`src/rtl/freq_sel_pkg.sv`:
```
package freq_sel_pkg;
  parameter int GEAR_W = 5;
  parameter int N_W    = 8;
  parameter int M_W    = 7;

  typedef struct packed {
    logic              prog;
    logic [GEAR_W-1:0] gear;
    logic [N_W-1:0]    n;
    logic [M_W-1:0]    m;
  } freq_cfg_t;

  // (N+3)/(M+3) > 1  <=>  N > M
  function automatic logic pair_ok(input logic [N_W-1:0] n, input logic [M_W-1:0] m);
    return n > N_W'(m);
  endfunction
endpackage

```
`src/rtl/fss_strap_latch.sv`:
```
module fss_strap_latch
  import freq_sel_pkg::*;
(
  input  logic              clk_i,
  input  logic              rst_ni,
  input  logic              pwr_good_ni,
  input  logic [GEAR_W-1:0] strap_i,
  output logic [GEAR_W-1:0] strap_o,
  output logic              cap_o
);
  logic [GEAR_W-1:0] strap_q;
  logic              cap_q;

  always_ff @(posedge clk_i or negedge rst_ni) begin
    if (!rst_ni) begin
      strap_q <= '0;
      cap_q   <= 1'b0;
    end else if (!cap_q && !pwr_good_ni) begin
      strap_q <= strap_i;
      cap_q   <= 1'b1;
    end
  end

  assign strap_o = strap_q;
  assign cap_o   = cap_q;

  AST_STRAP_HELD: assert property (@(posedge clk_i) disable iff (!rst_ni)
    $past(cap_q) |-> $stable(strap_q));
endmodule

```
`src/rtl/fss_src_mux.sv`:
```
module fss_src_mux
  import freq_sel_pkg::*;
(
  input  logic [GEAR_W-1:0] strap_i,
  input  logic              ovr_i,
  input  logic [GEAR_W-1:0] sw_sel_i,
  input  logic              prog_en_i,
  input  logic [N_W-1:0]    prog_n_i,
  input  logic [M_W-1:0]    prog_m_i,
  input  logic              prog_wr_i,
  input  logic              rcv_sel_i,
  input  logic [N_W-1:0]    rcv_n_i,
  input  logic [M_W-1:0]    rcv_m_i,
  output freq_cfg_t         norm_cfg_o,
  output logic              norm_ok_o,
  output logic              force_o,
  output freq_cfg_t         rcv_cfg_o
);
  logic [GEAR_W-1:0] gear_src;

  assign gear_src = ovr_i ? sw_sel_i : strap_i;

  always_comb begin
    norm_cfg_o = '{prog: 1'b0, gear: gear_src, n: '0, m: '0};
    norm_ok_o  = 1'b1;
    if (prog_en_i) begin
      norm_cfg_o = '{prog: 1'b1, gear: gear_src, n: prog_n_i, m: prog_m_i};
      norm_ok_o  = pair_ok(prog_n_i, prog_m_i);
    end
  end

  assign force_o = prog_en_i && prog_wr_i && norm_ok_o;

  always_comb begin
    rcv_cfg_o = '{prog: 1'b0, gear: strap_i, n: '0, m: '0};
    if (rcv_sel_i && pair_ok(rcv_n_i, rcv_m_i))
      rcv_cfg_o = '{prog: 1'b1, gear: strap_i, n: rcv_n_i, m: rcv_m_i};
  end
endmodule

```
`src/rtl/fss_apply_ctl.sv`:
```
module fss_apply_ctl
  import freq_sel_pkg::*;
(
  input  logic      clk_i,
  input  logic      rst_ni,
  input  logic      cap_i,
  input  freq_cfg_t norm_cfg_i,
  input  logic      norm_ok_i,
  input  logic      force_i,
  input  freq_cfg_t rcv_cfg_i,
  input  logic      recover_i,
  input  logic      unlock_i,
  output freq_cfg_t cfg_o,
  output logic      chg_d_o,
  output logic      chg_o,
  output logic      locked_o
);
  freq_cfg_t cfg_q, cfg_d;
  logic      locked_q, locked_d, chg_q, chg_d;

  always_comb begin
    cfg_d    = cfg_q;
    locked_d = locked_q;
    chg_d    = 1'b0;
    if (cap_i) begin
      if (locked_q) begin
        if (unlock_i) locked_d = 1'b0;
      end else if (recover_i) begin
        locked_d = 1'b1;
        cfg_d    = rcv_cfg_i;
        chg_d    = rcv_cfg_i != cfg_q;
      end else if (norm_ok_i) begin
        cfg_d = norm_cfg_i;
        chg_d = (norm_cfg_i != cfg_q) || force_i;
      end
    end
  end

  always_ff @(posedge clk_i or negedge rst_ni) begin
    if (!rst_ni) begin
      cfg_q    <= '0;
      locked_q <= 1'b0;
      chg_q    <= 1'b0;
    end else begin
      cfg_q    <= cfg_d;
      locked_q <= locked_d;
      chg_q    <= chg_d;
    end
  end

  assign cfg_o    = cfg_q;
  assign chg_o    = chg_q;
  assign chg_d_o  = chg_d;
  assign locked_o = locked_q;

  AST_LOCK_FROZEN: assert property (@(posedge clk_i) disable iff (!rst_ni)
    $past(locked_q) |-> $stable(cfg_q));
  AST_PAIR_VALID: assert property (@(posedge clk_i) disable iff (!rst_ni)
    cfg_q.prog |-> (cfg_q.n > N_W'(cfg_q.m)));
  AST_CHG_ON_DIFF: assert property (@(posedge clk_i) disable iff (!rst_ni)
    (cfg_q != $past(cfg_q)) |-> chg_q);
  AST_NO_CHG_PRECAP: assert property (@(posedge clk_i) disable iff (!rst_ni)
    !cap_i |=> (!chg_q && cfg_q == '0));
endmodule

```
`src/rtl/fss_rst_pulse.sv`:
```
module fss_rst_pulse #(
  parameter int RST_LEN = 8
) (
  input  logic clk_i,
  input  logic rst_ni,
  input  logic trig_i,
  input  logic en_i,
  output logic rst_req_no
);
  localparam int CNT_W = $clog2(RST_LEN + 1);
  localparam logic [CNT_W-1:0] LEN = CNT_W'(RST_LEN);

  logic [CNT_W-1:0] cnt_q;

  always_ff @(posedge clk_i or negedge rst_ni) begin
    if (!rst_ni)              cnt_q <= '0;
    else if (trig_i && en_i)  cnt_q <= LEN;
    else if (cnt_q != '0)     cnt_q <= cnt_q - 1'b1;
  end

  assign rst_req_no = (cnt_q == '0);

  AST_RST_START: assert property (@(posedge clk_i) disable iff (!rst_ni)
    (trig_i && en_i) |=> !rst_req_no);
  AST_RST_IDLE: assert property (@(posedge clk_i) disable iff (!rst_ni)
    ($past(rst_req_no) && !$past(trig_i && en_i)) |-> rst_req_no);
endmodule

```
`src/rtl/freq_src_sel.sv`:
```
module freq_src_sel
  import freq_sel_pkg::*;
#(
  parameter int RST_LEN = 8
) (
  input  logic              clk_i,
  input  logic              rst_ni,
  input  logic              pwr_good_ni,
  input  logic [GEAR_W-1:0] strap_i,
  input  logic              ovr_i,
  input  logic [GEAR_W-1:0] sw_sel_i,
  input  logic              prog_en_i,
  input  logic [N_W-1:0]    prog_n_i,
  input  logic [M_W-1:0]    prog_m_i,
  input  logic              prog_wr_i,
  input  logic              rcv_sel_i,
  input  logic [N_W-1:0]    rcv_n_i,
  input  logic [M_W-1:0]    rcv_m_i,
  input  logic              recover_i,
  input  logic              unlock_i,
  input  logic              rst_on_chg_i,
  output logic [GEAR_W-1:0] strap_o,
  output logic              strap_valid_o,
  output logic [GEAR_W-1:0] gear_o,
  output logic [N_W-1:0]    n_o,
  output logic [M_W-1:0]    m_o,
  output logic              prog_o,
  output logic              chg_o,
  output logic              locked_o,
  output logic              rst_req_no
);
  logic [GEAR_W-1:0] strap_q;
  logic              cap, norm_ok, force_ld, chg_d;
  freq_cfg_t         norm_cfg, rcv_cfg, cfg;

  fss_strap_latch i_strap (
    .clk_i, .rst_ni, .pwr_good_ni, .strap_i,
    .strap_o(strap_q), .cap_o(cap)
  );

  fss_src_mux i_mux (
    .strap_i(strap_q), .ovr_i, .sw_sel_i, .prog_en_i, .prog_n_i, .prog_m_i,
    .prog_wr_i, .rcv_sel_i, .rcv_n_i, .rcv_m_i,
    .norm_cfg_o(norm_cfg), .norm_ok_o(norm_ok), .force_o(force_ld), .rcv_cfg_o(rcv_cfg)
  );

  fss_apply_ctl i_apply (
    .clk_i, .rst_ni, .cap_i(cap), .norm_cfg_i(norm_cfg), .norm_ok_i(norm_ok),
    .force_i(force_ld), .rcv_cfg_i(rcv_cfg), .recover_i, .unlock_i,
    .cfg_o(cfg), .chg_d_o(chg_d), .chg_o, .locked_o
  );

  fss_rst_pulse #(.RST_LEN(RST_LEN)) i_rst (
    .clk_i, .rst_ni, .trig_i(chg_d), .en_i(rst_on_chg_i), .rst_req_no
  );

  assign strap_o       = strap_q;
  assign strap_valid_o = cap;
  assign gear_o        = cfg.gear;
  assign n_o           = cfg.n;
  assign m_o           = cfg.m;
  assign prog_o        = cfg.prog;
endmodule

```
`config.mk`:
```
export PLATFORM = sky130hd
export DESIGN_NAME = freq_src_sel
export DESIGN_NICKNAME = d
export VERILOG_FILES = /design/src/rtl/freq_sel_pkg.sv /design/src/rtl/fss_strap_latch.sv /design/src/rtl/fss_src_mux.sv /design/src/rtl/fss_apply_ctl.sv /design/src/rtl/fss_rst_pulse.sv /design/src/rtl/freq_src_sel.sv
export SDC_FILE = /design/constraint.sdc
export NUM_CORES = 1
export LEC_CHECK = 0
export ABC_AREA = 1
export BUFFER_PORTS_ARGS = -buffer_cell sky130_fd_sc_hd__buf_2
export CAP_MARGIN = 20
export CORE_MARGIN = 2
export CORE_UTILIZATION = 39
export CTS_BUF_LIST = sky130_fd_sc_hd__clkbuf_4 sky130_fd_sc_hd__clkbuf_8
export DETAILED_ROUTE_END_ITERATION = 8
export GPL_ROUTABILITY_DRIVEN = 0
export PLACE_DENSITY = 0.75
export SYNTH_ARGS = -nofsm -noshare
export SYNTH_HDL_FRONTEND = slang
export SYNTH_SLANG_ARGS = --single-unit
```
`constraint.sdc`:
```
create_clock -name clk_i -period 2.54 [get_ports clk_i]
set_input_delay 0.508 -clock clk_i [delete_from_list [all_inputs] [get_ports clk_i]]
set_output_delay 0.508 -clock clk_i [all_outputs]
set_load 0.01 [all_outputs]
```
==> out/results.tsv <==
stage	metric	value	unit
power_and_ir_drop	leakagePower	0.00178	uW
route	routed_via_density	5.14	
critical_path	reg2regPathDepth	10	
timing	hold_ws	282	ps
timing	fin_crit_sh	86.7	%
yosys	synth_area_leader_cell	dfrtp_1	
finish	drive_above_1_share	20.0	%
finish	fin_cells	586	
critical_path	startpoint_type	input port	
yosys	synth.top_cell.area_share	30.3	%
finish	area_growth	24.0	%
placement	portBuffers	79	
die	chipHeight	87.6	um
job	max_cap_violations	0	
power_and_ir_drop	p_int	1320	uW
finish	finalNetCount	554	
timing	slew_violations	0	
clock_network	cts.htree.levels	2	
timing	setup_viol_count_final	0	
grt	grt.total_usage	21.3	%
yosys	synth.avg_cell_area	6.60	um2
clock_network	clk_pin_slew	80	ps
placement	dp_cells	578	
run_status	status	finished clean	
clock_network	clock-sinks	33	
clock_network	clk_latency	290	ps
grt	grt_pass1_wl	12800	um
route	wirelength	8050	um
yosys	synthTopCellsByArea	dfrtp_1 (30%), nand2_1 (16%), inv_1 (8.1%), ha_1 (6.9%), o21ai_0 (6.8%)	
die	dieArea	7680	um2
timing	hold_viol	0	
yosys	synth.most_common_cell	nand2_1	
critical_path	crit_required	2710	ps
yosys	ys_seq_elements	33	
clock_network	ctsLongestPathBuffers	2	
yosys	ys_types	28	
worst_hold_path	holdCritPathClass	in2async	
placement	hpwl	6340	um
power_and_ir_drop	ir_worst_vdd	0.000241	V
critical_path	ff2ff_setup_slack	710	ps
yosys	yosysWarnings	0	
grt	antenna_found_initial	0	
route	dr_total_vias	3013	
critical_path	cp.arrival	2380	ps
timing	fin_skew	6.78	ps
power_and_ir_drop	pwr-share-comb	37.3	%
grt	grt_pass1_vias	2710	
timing	tightest_slew	764	ps
yosys	synth_edf_count	0	
yosys	synthCells	413	
die	die_width	87.6	um
power_and_ir_drop	clkPwrFrac	28.9	%
timing	fmax	454	MHz
die	core	6790	um2
route	drt_iter0_markers	220	
power_and_ir_drop	switchingPower	775	uW
grt	grt_max_degree	34	
clock_network	cts_setup_buffers	0	
timing	period_needed	2200	ps
finish	antenna_cells	0	
clock_network	numCtsBuffers	5	
clock_network	cts_tree	built	
route	dr.pass1.iters	5	
die	ios	80	
route	detail-route-antenna-nets	0	
yosys	synth_nets	478	
yosys	async_flop_share	100	%
finish	final_util	49.8	%
critical_path	crit_fanout	13	
timing	slew_headroom	49.1	%
power_and_ir_drop	p_seq_share	33.7	%
clock_network	postCtsHoldBufs	0	
yosys	syn-cell-area	2730	um2
power_and_ir_drop	power_per_cell_area	619	nW/um2
placement	postPlaceCellArea	3250	um2
route	wl_per_cell	13.7	um
yosys	ys_top_cells_by_count	nand2_1 (118), inv_1 (59), o21ai_0 (37)	
timing	fin_tns_setup	0	ps
critical_path	crit_type	in2reg	
yosys	synthFlopType	dfrtp_1	
die	num_rows	30	
grt	overflow	0	
clock_network	cts_resized	0	
die	initial_core_util	40.1	%
power_and_ir_drop	p_sw_share	37.0	%
critical_path	endpoint_kind	register	
timing	rsz0062_at_grt	no	
clock_network	cts-root-buf	clkbuf_8	
finish	fin_area	3380	um2
route	route.detailed.drc	0	
yosys	seq_area_frac_synth	30.3	%
area by class of cell:
class | count | area (um2)
fillers | 692 | 3410
flip-flops and latches | 33 | 826
clock inverters | 3 | 65.1
multi-input cells | 305 | 1600
repair buffers | 85 | 478
inverters | 59 | 221
well taps | 96 | 120
clock buffers | 5 | 68.8
cells in the final DEF, fill, tap and decap left out:
master,Yosys,layout
nand2_1,118,118
o211ai_1,5,5
o22ai_1,9,9
nand3_1,21,21
a22o_1,1,1
a21boi_2,1,1
dfrtp_1,33,33
or2_0,1,1
nor2_2,1,1
o21ai_1,4,4
bufinv_16,0,2
inv_1,59,59
clkinv_2,0,1
o21a_1,1,1
a31oi_1,1,1
xor2_1,20,20
nand3_2,1,1
buf_2,7,79
o21ai_0,37,37
nor3_2,1,1
nor4_1,2,2
and2_1,1,1
buf_12,0,3
a21oi_1,10,10
ha_1,15,15
nor2_1,35,35
nand2_2,1,1
o221ai_1,1,1
nand4_1,18,18
clkbuf_8,0,5
buf_4,2,3
routing by layer:
metal	vias to the layer above	share of wire [%]	GRT usage, %
met2	157	47	34.9
li1	1496	-	-
met4	0	0.89	4.62
met3	7	7.1	3.58
met5	-	0	0
met1	1353	45	29.5
path summary, 6_finish.rpt:
check	start	end
max reg2reg	i_strap.strap_o[4]	i_rst.cnt_q[3]
min in group clk_i	pwr_good_ni	i_strap.cap_o
min reg2reg	i_apply.locked_o	i_apply.locked_o
max	rcv_m_i[5]	i_rst.cnt_q[3]
min	rst_ni	i_rst.cnt_q[2]
max in group asynchronous	rst_ni	i_apply.cfg_o[17]
worst max-delay path: stages:
cell and delay, ps:
buf_2 100, inv_1 40, ha_1 290, nand2_1 80
nor3_2 180, nand2_1 100, nand2_2 130, buf_12 150
nand3_1 90, nand2_1 70, nand2_1 40, nor2_1 110
nand2_1 70, nor2_1 140, nand2_1 100, nand3_2 100
o21ai_1 70
power by group through the flow:
stage	logic, uW	registers [uW]	clock network [uW]
floorplan	476	734	0
global placement	756	714	0
detailed placement	777	715	0
CTS	782	706	614
global route	886	721	636
finish	782	706	606
stage by stage:
stage          total power [uW]  setup WS, ps
2_1_floorplan              1210           471
3_3_place_gp               1470           119
3_5_place_dp               1490          52.3
4_1_cts                    2100           367
5_1_grt                    2240           174
6_report                   2090           337
cells by family (layout without fill, tap and decap cells):
family | count (synthesis) | count (layout) | share of synthesized area (%)
xor+xnor | 20 | 20 | 6.42
flops | 33 | 33 | 30.3
fa+ha+maj | 15 | 15 | 6.88
simple gates | 200 | 200 | 31.1
compound gates | 70 | 70 | 14.4
buf+inv | 75 | 152 | 10.9
state kept, by name (all words and copies together) (netlist names):
name and flops:
i_apply.cfg_o 21, i_strap.strap_o 5, i_rst.cnt_q 4, i_apply.chg_o 1, i_apply.locked_o 1, i_strap.cap_o 1
No activity file was read; power rests on OpenSTA's default activity.
